[src/rtl/gpio_pkg.sv]
package gpio_pkg;

    localparam int ADDR_W = 2;

    typedef enum logic [ADDR_W-1:0] {
        REG_DATA  = 2'd0,
        REG_INPUT = 2'd1,
        REG_DIR   = 2'd2,
        REG_DRIVE = 2'd3
    } reg_sel_e;

    typedef struct packed {
        logic oe;
        logic dout;
    } pin_drv_t;

    // Resolve one pin: serial peripheral beats SPI, SPI beats the stored mask.
    function automatic pin_drv_t resolve_pin(
        input logic ser_en,
        input logic is_tx,
        input logic is_rx,
        input logic ser_txd,
        input logic spi_en,
        input logic spi_own,
        input logic spi_dir,
        input logic spi_do,
        input logic dir_bit,
        input logic data_bit
    );
        pin_drv_t r;
        r.oe   = dir_bit;
        r.dout = data_bit;
        if (spi_en && spi_own) begin
            r.oe   = spi_dir;
            r.dout = spi_do;
        end
        if (ser_en && is_tx) begin
            r.oe   = 1'b1;
            r.dout = ser_txd;
        end else if (ser_en && is_rx) begin
            r.oe   = 1'b0;
            r.dout = data_bit;
        end
        return r;
    endfunction

endpackage

[src/rtl/gpio_sync.sv]
module gpio_sync #(
    parameter int W      = 8,
    parameter int STAGES = 2
) (
    input  logic         clk,
    input  logic         rst,
    input  logic [W-1:0] pad_di,
    output logic [W-1:0] sync_out
);
    logic [W-1:0] stage_q [STAGES];

    always_ff @(posedge clk) begin
        if (rst) begin
            for (int s = 0; s < STAGES; s++) stage_q[s] <= '0;
        end else begin
            stage_q[0] <= pad_di;
            for (int s = 1; s < STAGES; s++) stage_q[s] <= stage_q[s-1];
        end
    end

    assign sync_out = stage_q[STAGES-1];

    // Warm-up counter so the latency check only looks at post-reset history.
    logic [1:0] warm_q;
    always_ff @(posedge clk) begin
        if (rst)                warm_q <= '0;
        else if (warm_q != 2'd2) warm_q <= warm_q + 2'd1;
    end

    generate
        if (STAGES == 2) begin : g_lat_chk
            p_sync_latency_r8: assert property (@(posedge clk) disable iff (rst)
                (warm_q == 2'd2) |-> (sync_out == $past(pad_di, 2)));
        end
    endgenerate
endmodule

[src/rtl/gpio_pin_mux.sv]
module gpio_pin_mux
    import gpio_pkg::*;
#(
    parameter int         W          = 8,
    parameter int         SER_TX_PIN = 1,
    parameter int         SER_RX_PIN = 0,
    parameter logic [W-1:0] SPI_MASK = 8'h0F
) (
    input  logic         clk,
    input  logic         rst,
    input  logic         ser_en,
    input  logic         ser_txd,
    input  logic         spi_en,
    input  logic [W-1:0] spi_dir,
    input  logic [W-1:0] spi_do,
    input  logic [W-1:0] dir_q,
    input  logic [W-1:0] data_q,
    output logic [W-1:0] eff_oe,
    output logic [W-1:0] eff_do
);
    pin_drv_t drv [W];

    generate
        for (genvar i = 0; i < W; i++) begin : g_pin
            localparam logic IS_TX = (i == SER_TX_PIN);
            localparam logic IS_RX = (i == SER_RX_PIN);
            localparam logic OWN   = SPI_MASK[i];
            assign drv[i] = resolve_pin(ser_en, IS_TX, IS_RX, ser_txd,
                                        spi_en, OWN, spi_dir[i], spi_do[i],
                                        dir_q[i], data_q[i]);
            assign eff_oe[i] = drv[i].oe;
            assign eff_do[i] = drv[i].dout;
        end
    endgenerate

    p_ser_rx_input_r3: assert property (@(posedge clk) disable iff (rst)
        ser_en |-> !eff_oe[SER_RX_PIN]);
    p_ser_tx_drive_r6: assert property (@(posedge clk) disable iff (rst)
        ser_en |-> (eff_oe[SER_TX_PIN] && (eff_do[SER_TX_PIN] == ser_txd)));
    p_spi_owns_r4: assert property (@(posedge clk) disable iff (rst)
        (spi_en && !ser_en) |-> (((eff_oe ^ spi_dir) & SPI_MASK) == '0));
endmodule

[src/rtl/gpio_regs.sv]
module gpio_regs
    import gpio_pkg::*;
#(
    parameter int W = 8
) (
    input  logic              clk,
    input  logic              rst,
    input  logic              wr_en,
    input  logic [ADDR_W-1:0] addr,
    input  logic [W-1:0]      wdata,
    input  logic [W-1:0]      eff_oe,
    input  logic [W-1:0]      eff_do,
    input  logic [W-1:0]      pin_sync,
    output logic [W-1:0]      data_q,
    output logic [W-1:0]      dir_q,
    output logic [W-1:0]      rdr_q,
    output logic [W-1:0]      rdata
);
    reg_sel_e sel;
    assign sel = reg_sel_e'(addr);

    always_ff @(posedge clk) begin
        if (rst) begin
            data_q <= '0;
            dir_q  <= '0;
            rdr_q  <= '0;
        end else if (wr_en) begin
            case (sel)
                REG_DATA:  data_q <= wdata;
                REG_DIR:   dir_q  <= wdata;
                REG_DRIVE: rdr_q  <= wdata;
                default:   ;
            endcase
        end
    end

    always_comb begin
        case (sel)
            REG_DATA:  rdata = (eff_oe & eff_do) | (~eff_oe & pin_sync);
            REG_INPUT: rdata = pin_sync;
            REG_DIR:   rdata = dir_q;
            default:   rdata = rdr_q;
        endcase
    end

    p_ro_write_ignored_r10: assert property (@(posedge clk) disable iff (rst)
        (wr_en && sel == REG_INPUT) |=>
            ($stable(data_q) && $stable(dir_q) && $stable(rdr_q)));
    p_dir_write_r11: assert property (@(posedge clk) disable iff (rst)
        (wr_en && sel == REG_DIR) |=> (dir_q == $past(wdata)));
endmodule

[src/rtl/gpio_port.sv]
module gpio_port
    import gpio_pkg::*;
#(
    parameter int           W          = 8,
    parameter int           SER_TX_PIN = 1,
    parameter int           SER_RX_PIN = 0,
    parameter logic [W-1:0] SPI_MASK   = 8'h0F,
    parameter int           SYNC_STAGES = 2
) (
    input  logic              clk,
    input  logic              rst,
    input  logic              wr_en,
    input  logic [ADDR_W-1:0] addr,
    input  logic [W-1:0]      wdata,
    output logic [W-1:0]      rdata,
    input  logic              ser_en,
    input  logic              ser_txd,
    input  logic              spi_en,
    input  logic [W-1:0]      spi_dir,
    input  logic [W-1:0]      spi_do,
    input  logic [W-1:0]      pad_di,
    output logic [W-1:0]      pad_oe,
    output logic [W-1:0]      pad_do,
    output logic [W-1:0]      pad_rdr
);
    logic [W-1:0] data_q, dir_q, rdr_q, pin_sync, eff_oe, eff_do;

    gpio_sync #(.W(W), .STAGES(SYNC_STAGES)) u_sync (
        .clk(clk), .rst(rst), .pad_di(pad_di), .sync_out(pin_sync)
    );

    gpio_pin_mux #(.W(W), .SER_TX_PIN(SER_TX_PIN), .SER_RX_PIN(SER_RX_PIN),
                   .SPI_MASK(SPI_MASK)) u_mux (
        .clk(clk), .rst(rst), .ser_en(ser_en), .ser_txd(ser_txd),
        .spi_en(spi_en), .spi_dir(spi_dir), .spi_do(spi_do),
        .dir_q(dir_q), .data_q(data_q), .eff_oe(eff_oe), .eff_do(eff_do)
    );

    gpio_regs #(.W(W)) u_regs (
        .clk(clk), .rst(rst), .wr_en(wr_en), .addr(addr), .wdata(wdata),
        .eff_oe(eff_oe), .eff_do(eff_do), .pin_sync(pin_sync),
        .data_q(data_q), .dir_q(dir_q), .rdr_q(rdr_q), .rdata(rdata)
    );

    assign pad_oe  = eff_oe;
    assign pad_do  = eff_do;
    assign pad_rdr = rdr_q & eff_oe;

    p_rdr_input_off_r7: assert property (@(posedge clk) disable iff (rst)
        (pad_rdr & ~pad_oe) == '0);
    p_release_follows_mask_r5: assert property (@(posedge clk) disable iff (rst)
        (!ser_en && !spi_en) |-> (pad_oe == dir_q));
endmodule

[config.mk]
export PLATFORM = sky130hd
export DESIGN_NAME = gpio_port
export DESIGN_NICKNAME = d
export VERILOG_FILES = /design/src/rtl/gpio_pkg.sv /design/src/rtl/gpio_sync.sv /design/src/rtl/gpio_pin_mux.sv /design/src/rtl/gpio_regs.sv /design/src/rtl/gpio_port.sv
export SDC_FILE = /design/constraint.sdc
export NUM_CORES = 1
export LEC_CHECK = 0
export ABC_AREA = 1
export BUFFER_PORTS_ARGS = -buffer_cell sky130_fd_sc_hd__buf_4
export CAP_MARGIN = 40
export CORE_ASPECT_RATIO = 0.7
export CORE_MARGIN = 2
export CORE_UTILIZATION = 44
export DETAILED_ROUTE_END_ITERATION = 10
export GPL_ROUTABILITY_DRIVEN = 0
export PLACE_DENSITY = 0.76
export SKIP_CTS_REPAIR_TIMING = 1
export SYNTH_ARGS = -nofsm -noshare
export SYNTH_HDL_FRONTEND = slang
export SYNTH_SLANG_ARGS = --single-unit
[constraint.sdc]
create_clock -name clk -period 0.9 [get_ports clk]
set_clock_uncertainty 0.15 [all_clocks]
set_input_delay 0.18 -clock clk [delete_from_list [all_inputs] [get_ports clk]]
set_output_delay 0.18 -clock clk [all_outputs]
set_load 0.005 [all_outputs]
==> results.md <==
- The nature of the critical path endpoint is a primary output.
- The hold violation total from the final report is 0.
- The flow ran to the end, but the final reports show violations.
- The final-layout fill cell count is 269.
- Using the TritonRoute via totals, the vias-per-cell ratio works out to 4.995.
- After technology mapping, the gate count stands at 275.
- The first global-routing pass estimated 8625 um of wire.
- The kind of cell adding the most delay to the critical path is simple AND/OR/NAND/NOR gates.
- The launch instance of the worst min-delay path is wdata[5].
- In this run the number of H-tree levels came out at 2.
- The worst-case headroom to the max-slew limit is 84.29%.
- The number of failing setup endpoints in the final timing report is 47.
- The number of nets in the synthesized netlist is 315.
- The measured slew at the worst slew-check pin is 0.2357 ns.
- The count of placed standard cells in the final layout, fillers left out is 443.
- The maximum number of pins on one net before global-route repair is 21.
- The worst setup path is launched from a register.
- The count of different cell masters after synthesis is 26.
- For the worst flop-to-flop path, the logic depth is 4.
- The total grt overflow is 0.
- Wires add up to 6681 um.
- The worst register-to-register path ends at u_regs.dir_q[0].
- In this run the worst path has a maximum fanout of 2.
- The relative contribution of combinational cells to total power is 23.8%.
- The fmax is 628.5 MHz.
- The power share of the clock group is 33.4%.
- For this run, the number of Yosys warnings is 0.
- The TritonCTS clock tree is yes.
- Global routing consumed, over all layers together, 21.98% of the routing resources.
- The net count of the finished layout is 427.
- The average size of a mapped cell is 7.057 um2.
- The ratio of total power to cell area is 1303 mW/mm2.
- The floorplan step defined a core boundary enclosing 0.004279 mm2.
- The top cell type by area accounts for 41.26% of the synthesized area.
- For the worst setup path, the data arrival time is 1.26 ns.
- In this run, the number of DRC markers left after iteration 0 of detailed routing was 150.
- Setup repair after global routing could not meet its margin everywhere.
- The die covers 0.004966 mm2.
- The switching power total is 0.001180 W.
- Dividing the detail-routed wire length by the instance count gives 15.08 um.
- The DRC violation count after routing is 0.
- Once detailed placement completed, the half-perimeter wirelength came to 3988 um.
- In this run switching power makes up 26.73% of total power.
- The part of the Yosys area used for sequential elements is 41.26%.
- For this design the top-level I/O count stands at 72.
- In this run the deepest clock path goes through 2 buffers.
- The cell area that synthesis handed to floorplanning was 0.001941 mm2.
- For this design, the sink count on the clock tree is 40.
- The leakage component of the power is 1.611 nW.
- The library cell contributing the largest single delay on the critical path is sky130_fd_sc_hd__dfxtp_2.
- Once layout is complete, the utilization of the core stands at 79.21%.
- The number of pins with negative max-slew slack in the final report came to 0.
- Relative to the synthesized area, the layout overhead comes to 74.66%.
- The number of buffers created by CTS is 5.
- Max-cap violations in this run came to 0.
- STA puts the critical path data required time at 0.57 ns.
- The internal portion of the total power is 0.003235 W.
- The starting utilization of the core area is 45.35%.
- The clock latency on the worst-skew pair is 0.29 ns.
- Per report_power, the sequential group accounts for 42.8% of the total.
- The worst path in the final design needs a cycle of 1.591 ns, including I/O delays and setup.
- Setup total negative slack on the finished layout was measured at -16.55 ns.
- The worst-case IR drop observed on VDD is 993.9 uV.
- The leading area contributor after synthesis is sky130_fd_sc_hd__dfxtp_1.
- The worst hold path belongs to the class input port to register.
- The cell depth of the worst min-delay path is 3.
- The number of global-route vias before repair is 1878.
- The final reports fail on setup timing.
- The count of state elements after synthesis is 40.
- The width of the die is 83.38 um.
- The clock-pin slew reported for the worst setup and hold paths after clock tree synthesis is 0.08 ns.
- The die outline height is 59.57 um.
- The share of post-route cells with drive strength above 1 is 56.70%.
- The routed layout has 2213 vias.
- The first detailed-routing pass ran for 4 iterations.
- The tree is rooted in a sky130_fd_sc_hd__clkbuf_8.
- The worst hold path terminates at u_regs.data_q[5].
- The maximum single-stage delay on the critical path is 0.33 ns.
- Traced cell by cell, the critical path runs through inv_2 -> nand2_2 -> inv_2 -> nor2_4 -> nand2_1 -> nand3_1 -> nand3_1 -> buf_4.
- The total placed cells including tap cells is 420.
- Across all register-to-register paths, the minimum setup slack is -0.09 ns.
- Dividing the final minimum period by the clock period gives 176.8%.
- In this run the critical register-to-register path is launched from u_regs.dir_q[0].
- The number of antenna violations at the first check in global routing is 0.
- Yosys attributes the largest share of cell area to sky130_fd_sc_hd__dfxtp_1, sky130_fd_sc_hd__nand2_1, sky130_fd_sc_hd__inv_1.
- The worst path setup slack after routing is -0.6911 ns.
- The number of buffers and inverters on the critical path is 3.
- The class of the most critical setup path is register to primary output.
- The initialized floorplan defines 20 standard-cell rows.
- The number of buffers added on ports is 63.
- The detail route stage leaves a number of antenna-violating nets equal to 0.
- The number of antenna diodes in the final layout is 0.
worst reg2reg max path, delay by kind of cell (launching register included):
family,cells,cell delay (ns)
AOI/OAI and AO/OA,1,0.16
buffers and inverters,3,0.27
DFF,1,0.33
cell type report:
type	instances	area, um2	area share (%)
clock buffers	5	68.82	2.030
clock inverters	3	46.29	1.366
inverters	53	217.7	6.423
multi-input cells	164	1018	30.05
flip-flops and latches	40	824.5	24.33
well taps	55	68.82	2.030
repair buffers	123	1145	33.78
synthesized netlist by cell type:
master                      n
sky130_fd_sc_hd__nand4_1    5
sky130_fd_sc_hd__nor2_2     1
sky130_fd_sc_hd__inv_2      4
sky130_fd_sc_hd__o21ai_1    1
sky130_fd_sc_hd__nand2_1   59
sky130_fd_sc_hd__nand3_1   13
sky130_fd_sc_hd__clkinv_1   1
sky130_fd_sc_hd__o21bai_1   4
sky130_fd_sc_hd__buf_6      1
sky130_fd_sc_hd__o22ai_1    4
sky130_fd_sc_hd__a21oi_1   18
sky130_fd_sc_hd__dfxtp_1   40
sky130_fd_sc_hd__nand2_2    2
sky130_fd_sc_hd__o21ai_0    2
sky130_fd_sc_hd__buf_2      1
sky130_fd_sc_hd__a211oi_2   8
sky130_fd_sc_hd__a31oi_1    5
sky130_fd_sc_hd__clkbuf_1   3
sky130_fd_sc_hd__nand3b_1   3
sky130_fd_sc_hd__buf_4     13
sky130_fd_sc_hd__nand3_2    1
sky130_fd_sc_hd__buf_1      1
sky130_fd_sc_hd__o21ai_2    1
sky130_fd_sc_hd__nor2_1    34
sky130_fd_sc_hd__inv_1     48
sky130_fd_sc_hd__a211oi_1   2
stage by stage:
step / total power [W] / hold slack [ns] / setup WS (ns) / area (um2)
2_1_floorplan: 0.002296 / 0.1370 / -0.1744 / 2059
3_3_place_gp: 0.002734 / 0.2288 / -0.4677 / 2854
3_5_place_dp: 0.002752 / 0.2363 / -0.4897 / 2854
4_1_cts: 0.004218 / -0.07206 / -0.7131 / 2969
5_1_grt: 0.004583 / 0.02572 / -0.7431 / 3390
6_report: 0.004416 / 0.01828 / -0.6911 / 3390
power groups by stage:
stage,Combinational (W),Sequential [W],Clock [W]
final,0.00105,0.00189,0.00147
after global routing,0.00112,0.00190,0.00156
after CTS,0.000838,0.00188,0.00150
after detailed placement,0.000832,0.00192,0
after global placement,0.000816,0.00192,0
after floorplan,0.000380,0.00192,0
state kept, by name, summed over array words and instances (netlist names):
signal	flops
u_regs.rdr_q	8
u_sync.stage_q	16
u_regs.dir_q	8
u_regs.data_q	8
kinds of logic (layout without fill, tap and decap cells):
kind of cell / after synthesis / in the layout / share of synthesized area, %
and+or+nand+nor: 118 / 119 / 25.60
buffers and inverters: 72 / 184 / 16.89
AOI/OAI and AO/OA: 45 / 45 / 16.25
DFF: 40 / 40 / 41.26
cells in the final DEF (no fill, tap or decap):
cell,count
sky130_fd_sc_hd__inv_6,1
sky130_fd_sc_hd__clkinvlp_4,2
sky130_fd_sc_hd__nand2_2,17
sky130_fd_sc_hd__inv_2,18
sky130_fd_sc_hd__dfxtp_1,21
sky130_fd_sc_hd__inv_8,1
sky130_fd_sc_hd__nand4_1,5
sky130_fd_sc_hd__dfxtp_2,19
sky130_fd_sc_hd__nand2_1,40
sky130_fd_sc_hd__nand2_8,2
sky130_fd_sc_hd__buf_4,73
sky130_fd_sc_hd__a211oi_2,9
sky130_fd_sc_hd__nand3b_1,3
sky130_fd_sc_hd__a21oi_1,15
sky130_fd_sc_hd__nand3_2,7
sky130_fd_sc_hd__o21bai_1,4
sky130_fd_sc_hd__bufinv_16,1
sky130_fd_sc_hd__a211oi_1,1
sky130_fd_sc_hd__nand2_4,3
sky130_fd_sc_hd__nor2_1,25
sky130_fd_sc_hd__nor2_4,3
sky130_fd_sc_hd__dlygate4sd3_1,8
sky130_fd_sc_hd__clkbuf_8,5
sky130_fd_sc_hd__nand3_1,7
sky130_fd_sc_hd__o21ai_4,2
sky130_fd_sc_hd__buf_12,5
sky130_fd_sc_hd__inv_4,3
sky130_fd_sc_hd__buf_6,37
sky130_fd_sc_hd__o21ai_2,2
sky130_fd_sc_hd__o22ai_1,4
sky130_fd_sc_hd__a31oi_1,5
sky130_fd_sc_hd__inv_1,30
sky130_fd_sc_hd__a21oi_2,3
sky130_fd_sc_hd__nor2_2,7
how the worst max path moves through the flow:
stage                startpoint  endpoint  slack, ns  cells after the start
4_1_cts        u_regs.data_q[3]  rdata[3]      -0.71                      5
3_5_place_dp             ser_en  rdata[0]      -0.49                      9
3_3_place_gp             spi_en  rdata[3]      -0.47                      6
2_1_floorplan   u_regs.dir_q[3]  rdata[3]      -0.17                      6
5_1_grt         u_regs.dir_q[0]  rdata[0]      -0.74                      8
6_report        u_regs.dir_q[0]  rdata[0]      -0.69                      8
metal layers:
layer	track usage, %	vias to the layer above	wire [um]	share of wire [%]
li1	-	1080	-	-
met1	29.17	1022	2762	41
met2	36.52	93	3308	50
met3	5.989	18	471	7.0
met4	4.684	0	138	2.1
met5	0	-	0	0
Note: power is estimated with default switching activity, not from simulation.
